[src/rtl/tone_meas_pkg.sv]
package tone_meas_pkg;
  typedef enum logic [1:0] {
    BAND_HIGH = 2'b00,
    BAND_MID  = 2'b01,
    BAND_EXT  = 2'b10,
    BAND_RSVD = 2'b11
  } band_e;

  typedef struct packed {
    logic clearAcc;
    logic edgeHit;
    logic finish;
  } strobe_t;
endpackage

[src/rtl/tone_meas_ctrl.sv]
module tone_meas_ctrl
  import tone_meas_pkg::*;
#(
  parameter int GATE_TICKS = 511,
  localparam int TW = $clog2(GATE_TICKS + 1)
) (
  input  logic          clk,
  input  logic          rstN,
  input  logic          tickEn,
  input  logic          toneIn,
  input  logic [1:0]    bandSel,
  input  logic          abortIn,
  output strobe_t       strobes,
  output logic [TW-1:0] tickIdx,
  output logic          progressOut
);
  localparam int PROG_LIMIT = (GATE_TICKS * 3) / 4;

  logic          toneQ, measuring, phaseQ;
  band_e         bandQ;
  logic [TW-1:0] tickCnt;
  logic          riseNow, anyEdge, startNow, measTick, gateEnd, edgeLatched;

  function automatic logic qualEdge(band_e b, logic r, logic a);
    return (b == BAND_EXT) ? r : a;
  endfunction

  assign riseNow     = toneIn & ~toneQ;
  assign anyEdge     = toneIn ^ toneQ;
  assign startNow    = !measuring && !abortIn && qualEdge(band_e'(bandSel), riseNow, anyEdge);
  assign measTick    = measuring && tickEn && (bandQ != BAND_MID || phaseQ);
  assign gateEnd     = measTick && (tickCnt == TW'(GATE_TICKS - 1));
  assign edgeLatched = qualEdge(bandQ, riseNow, anyEdge);

  assign strobes.clearAcc = startNow;
  assign strobes.edgeHit  = measuring && !abortIn && edgeLatched && !gateEnd;
  assign strobes.finish   = measuring && !abortIn && gateEnd;
  assign tickIdx          = tickCnt;
  assign progressOut      = measuring && (tickCnt > TW'(PROG_LIMIT));

  always_ff @(posedge clk) begin
    if (!rstN) begin
      toneQ     <= 1'b0;
      measuring <= 1'b0;
      phaseQ    <= 1'b0;
      bandQ     <= BAND_HIGH;
      tickCnt   <= '0;
    end else begin
      toneQ <= toneIn;
      if (abortIn) begin
        measuring <= 1'b0;
      end else if (startNow) begin
        measuring <= 1'b1;
        bandQ     <= band_e'(bandSel);
        phaseQ    <= 1'b0;
        tickCnt   <= '0;
      end else if (measuring) begin
        if (tickEn && bandQ == BAND_MID) phaseQ <= ~phaseQ;
        if (measTick) begin
          tickCnt <= tickCnt + 1'b1;
          if (gateEnd) measuring <= 1'b0;
        end
      end
    end
  end


  abort_quiet_chk: assert property (@(posedge clk) disable iff (!rstN)
    abortIn |=> !progressOut);

  tick_bound_chk: assert property (@(posedge clk) disable iff (!rstN)
    measuring |-> (tickCnt < TW'(GATE_TICKS)));

  finish_idle_chk: assert property (@(posedge clk) disable iff (!rstN)
    strobes.finish |=> !progressOut);
endmodule

[src/rtl/tone_meas_dp.sv]
module tone_meas_dp
  import tone_meas_pkg::*;
#(
  parameter int GATE_TICKS = 511,
  parameter int NW = 6,
  parameter int RW = 6,
  localparam int TW = $clog2(GATE_TICKS + 1)
) (
  input  logic          clk,
  input  logic          rstN,
  input  strobe_t       strobes,
  input  logic [TW-1:0] tickIdx,
  output logic [NW-1:0] nOut,
  output logic [RW-1:0] rOut,
  output logic          doneOut
);
  localparam int NMAX = (1 << NW) - 1;
  localparam int RMAX = (1 << RW) - 1;

  logic [TW-1:0] edgeCnt, lastIdx, remain;
  logic          accept;

  assign remain = TW'(GATE_TICKS) - lastIdx;
  assign accept = (edgeCnt != '0) && (edgeCnt <= TW'(NMAX)) && (remain <= TW'(RMAX));

  always_ff @(posedge clk) begin
    if (!rstN) begin
      edgeCnt <= '0;
      lastIdx <= '0;
      nOut    <= '0;
      rOut    <= '0;
      doneOut <= 1'b0;
    end else begin
      doneOut <= 1'b0;
      if (strobes.clearAcc) begin
        edgeCnt <= '0;
        lastIdx <= '0;
      end else if (strobes.edgeHit) begin
        if (edgeCnt != '1) edgeCnt <= edgeCnt + 1'b1;
        lastIdx <= tickIdx;
      end
      if (strobes.finish && accept) begin
        nOut    <= NW'(edgeCnt);
        rOut    <= RW'(remain);
        doneOut <= 1'b1;
      end
    end
  end


  done_pulse_chk: assert property (@(posedge clk) disable iff (!rstN)
    doneOut |=> !doneOut);

  result_hold_chk: assert property (@(posedge clk) disable iff (!rstN)
    !doneOut |-> $stable({nOut, rOut}));

  nonzero_n_chk: assert property (@(posedge clk) disable iff (!rstN)
    doneOut |-> (nOut != '0));
endmodule

[src/rtl/tone_freq_meter.sv]
module tone_freq_meter
  import tone_meas_pkg::*;
#(
  parameter int GATE_TICKS = 511,
  parameter int NW = 6,
  parameter int RW = 6
) (
  input  logic        clk,
  input  logic        rstN,
  input  logic        tickEn,
  input  logic        toneIn,
  input  logic [1:0]  bandSel,
  input  logic        abortIn,
  output logic [15:0] resultOut,
  output logic        doneOut,
  output logic        progressOut
);
  localparam int TW = $clog2(GATE_TICKS + 1);
  localparam int BYTE = 8;

  strobe_t       strobes;
  logic [TW-1:0] tickIdx;
  logic [NW-1:0] nVal;
  logic [RW-1:0] rVal;

  tone_meas_ctrl #(.GATE_TICKS(GATE_TICKS)) ctrl (
    .clk(clk), .rstN(rstN), .tickEn(tickEn), .toneIn(toneIn),
    .bandSel(bandSel), .abortIn(abortIn), .strobes(strobes),
    .tickIdx(tickIdx), .progressOut(progressOut)
  );

  tone_meas_dp #(.GATE_TICKS(GATE_TICKS), .NW(NW), .RW(RW)) dp (
    .clk(clk), .rstN(rstN), .strobes(strobes), .tickIdx(tickIdx),
    .nOut(nVal), .rOut(rVal), .doneOut(doneOut)
  );

  // two bytes, N byte in the upper half, padding bits zero
  assign resultOut = {{(BYTE-NW){1'b0}}, nVal, {(BYTE-RW){1'b0}}, rVal};
endmodule

[config.mk]
export PLATFORM = sky130hd
export DESIGN_NAME = tone_freq_meter
export DESIGN_NICKNAME = d
export VERILOG_FILES = /design/src/rtl/tone_meas_pkg.sv /design/src/rtl/tone_meas_ctrl.sv /design/src/rtl/tone_meas_dp.sv /design/src/rtl/tone_freq_meter.sv
export SDC_FILE = /design/constraint.sdc
export NUM_CORES = 1
export LEC_CHECK = 0
export BUFFER_PORTS_ARGS = -buffer_cell sky130_fd_sc_hd__buf_2
export CORE_ASPECT_RATIO = 0.7
export CORE_MARGIN = 2
export CORE_UTILIZATION = 54
export DETAILED_ROUTE_END_ITERATION = 12
export GPL_ROUTABILITY_DRIVEN = 0
export PLACE_DENSITY = 0.75
export SYNTH_ARGS = -nofsm -noshare
export SYNTH_HDL_FRONTEND = slang
export SYNTH_HIERARCHICAL = 1
export SYNTH_SLANG_ARGS = --single-unit
[constraint.sdc]
create_clock -name clk -period 4.65 [get_ports clk]
set_input_delay 0.465 -clock clk [delete_from_list [all_inputs] [get_ports clk]]
set_output_delay 0.465 -clock clk [all_outputs]
set_load 0.01 [all_outputs]
==> metrics.txt <==
CTS tree=yes; Post-Syn Area per Cell=between 9 and 10 um^2; Die H=around 56 um; critical setup path kind=flop to flop; M2 GR Usage=26.0%; Most Crowded Layer GR=met1; fmax=between 300 and 400 MHz; root buf cell=clkbuf_8; clock sinks=between 40 and 50; post_cts resized=0; FF+latch count, synth=45; HP Class=primary input to flop; setup_tns=0 ns; Reg clk slew, reported paths=~0.090 ns; max cap viols=0; clk_lat worst skew=0.30 ns; met3 Usage GRT=under 10%; # DRC=0; Post-Syn Area=roughly 0.0021 mm^2; register area share after synthesis=between 40% and 50%; htree depth=2; Slew Limit Fails=0; layout cell share with drive strength beyond 1=15.7%; largest net degree at the start of global routing=30; status=finished, final reports clean; DIE WIDTH=78.9 um; first-pass GRT wire length=roughly 6700 um; Antenna diodes=0; Critical Path AT=~3.3 ns; Slew @ Worst Pin=a little under 0.7 ns; Sw Ratio=between 20% and 30%; synth cell count leaders=45 x dfxtp_1, 28 x nor2_1, 25 x nand2_1, 19 x mux2i_1, 13 x xnor2_1; Power Dens Cells=294 mW/mm^2; dpl hpwl=approximately 2800 um; Post-synth EDFFs=0; final net count=254; P_sw=about 0.17 mW; vias per std cell=about 5.3; Peak VDD IR=0.182 mV; total global routing overflow=0; Synth Instances=between 200 and 250; top-count cell post-synth=dfxtp_1; initial core utilization=approximately 55%; worst clock skew=about 0.011 ns; Overall Global Routing Usage=19.9%; main flop type after synthesis=dfxtp_1; critical path data required time=~5 ns; Tmin final=3.07 ns; final worst path period share=between 60 and 70%; crit path max fanout=13; RSZ-0062 raised after global routing=false; Register Area=roughly 900 um^2; layout filler cell count=between 300 and 400; Core Box Area=a little under 0.004 mm^2; post-route insts no fill=~290; internal power=just over 0.5 mW; Total Routed Length=~4000 um; # setup viols final=0; DIE AREA=0.00445 mm^2; sequential share of power=58.1%; combinational fraction of design power=between 5 and 6%; Worst Setup End Kind=flop; number of library cell types mapped by synthesis=39; placed insts=around 290; multi-input logic area=approximately 0.0011 mm^2; via count=approximately 1.5k; Post-DRT Antenna Nets=0; P_leak=between 0.8 and 0.9 nW; M1 GR Usage=just over 30%; Final Core Density=a little under 60%; DR iter-0 viols=~120; Num CTS Buffers=5; Avg WL per Cell=about 13 um; Ports=25; maximum clock path buffer count=2; Synth area leaders=dfxtp_1 43%, mux2i_1 9.0%, xnor2_1 5.4%; initial antenna violation count=0; Synth Warn #=6; synth-to-layout area growth=7.91%; vias in the first global route=1383; Total Power=approximately 0.67 mW; IO buf count=20; Final Hold Fails=0; Post-CTS Setup Bufs=0; area leader, netlist=dfxtp_1; DR pass1 iterations=4; clock share of power=between 30% and 40%; CP Launch Type=flop; num rows=19; Synth top area share=between 40% and 50%; share of synthesized flip-flops with an asynchronous set or reset=0%; # hold bufs at CTS=0; Slew Limit Headroom=between 50 and 60%
registers in the layout, summed over array words and instances (netlist names):
name            flops
dp/lastIdx          9
ctrl/tickIdx        9
dp/doneOut          1
dp/nOut             6
dp/edgeCnt          9
ctrl/bandQ          2
ctrl/toneQ          1
ctrl/measuring      1
dp/rOut             6
ctrl/phaseQ         1
final cells by class:
class                           instances  share of cell area [%]
Tap cell                               52                    2.84
Inverter                                4                   0.656
Sequential cell                        45                    39.4
Clock inverter                          3                   0.985
Clock buffer                            5                    3.01
Timing Repair Buffer                   20                    4.38
Multi-Input combinational cell        165                    48.7
path summary, 6_finish.rpt:
check | startpoint | to | slack [ns] | cells past startpoint
worst max-delay path | ctrl/measuring | dp/nOut[4] | 1.58 | 7
worst min-delay path | toneIn | ctrl/toneQ | 0.39 | 2
worst max register to register | ctrl/measuring | dp/nOut[4] | 1.58 | 7
worst min register to register | dp/nOut[2] | dp/nOut[2] | 0.45 | 2
critical path, stage by stage, from the launching register on:
cell and delay [ns]:
dfxtp_1 0.52, nand4_1 0.14, or4_4 0.55, nor3b_2 0.19, nand2_1 0.08, nor4_1 0.57
and3_1 0.67, mux2i_1 0.27
kinds of logic after synthesis:
| group | Yosys count | share of synthesized area [%] |
|---|---|---|
| AND/OR/NAND/NOR | 108 | 28.2 |
| flip-flops | 45 | 42.5 |
| multiplexers | 19 | 8.97 |
| buffers and inverters | 19 | 5.43 |
| XOR/XNOR | 15 | 6.20 |
| AO/OA/AOI/OAI | 13 | 4.96 |
| adder cells (fa/ha/maj) | 6 | 3.54 |
| other | 1 | 0.177 |
layer usage:
layer	vias up	wire [um]	share of wire, %
met5	-	0	0
met4	0	54	1.4
met3	5	171	4.3
met2	28	1550	39
met1	713	2180	55
li1	799	-	-
metrics by stage:
step           worst slack, ns  area [um^2]  hold slack [ns]
5_1_grt                   1.29         2290            0.380
4_1_cts                   1.61         2290            0.385
2_1_floorplan             2.19         2130            0.448
3_5_place_dp              1.63         2200            0.445
3_3_place_gp              1.80         2200            0.439
6_report                  1.58         2290            0.393
cells in the final DEF (no fill, tap or decap):
cell,netlist,final
a2111oi_4,1,1
a211oi_1,1,1
a21oi_1,5,5
and2_1,2,2
and3_1,1,1
and4b_1,1,1
buf_2,2,20
clkbuf_8,0,5
clkinv_2,0,1
clkinv_4,0,2
conb_1,1,4
dfxtp_1,45,45
ha_1,6,6
inv_1,4,4
mux2i_1,19,19
nand2_1,25,25
nand2b_1,8,8
nand2b_4,1,1
nand3_1,5,5
nand3_2,1,1
nand3b_1,1,1
nand3b_2,1,1
nand4_1,10,10
nor2_1,28,28
nor2b_1,3,3
nor3_1,5,5
nor3b_1,3,3
nor3b_2,3,3
nor4_1,4,4
nor4b_1,2,2
nor4b_2,1,1
o211a_1,3,3
o21ai_0,1,1
o21ai_1,2,2
or3_1,1,1
or3_4,1,1
or4_4,1,1
xnor2_1,13,13
xor2_1,2,2
power groups by stage:
stage	sequential (mW)	clock (mW)	combinational [mW]
after floorplan	0.398	0	0.0308
after global placement	0.399	0	0.0354
after detailed placement	0.399	0	0.0357
after CTS	0.390	0.252	0.0363
after global routing	0.391	0.272	0.0395
final	0.390	0.246	0.0360
Note: power is estimated with default switching activity, not from simulation.
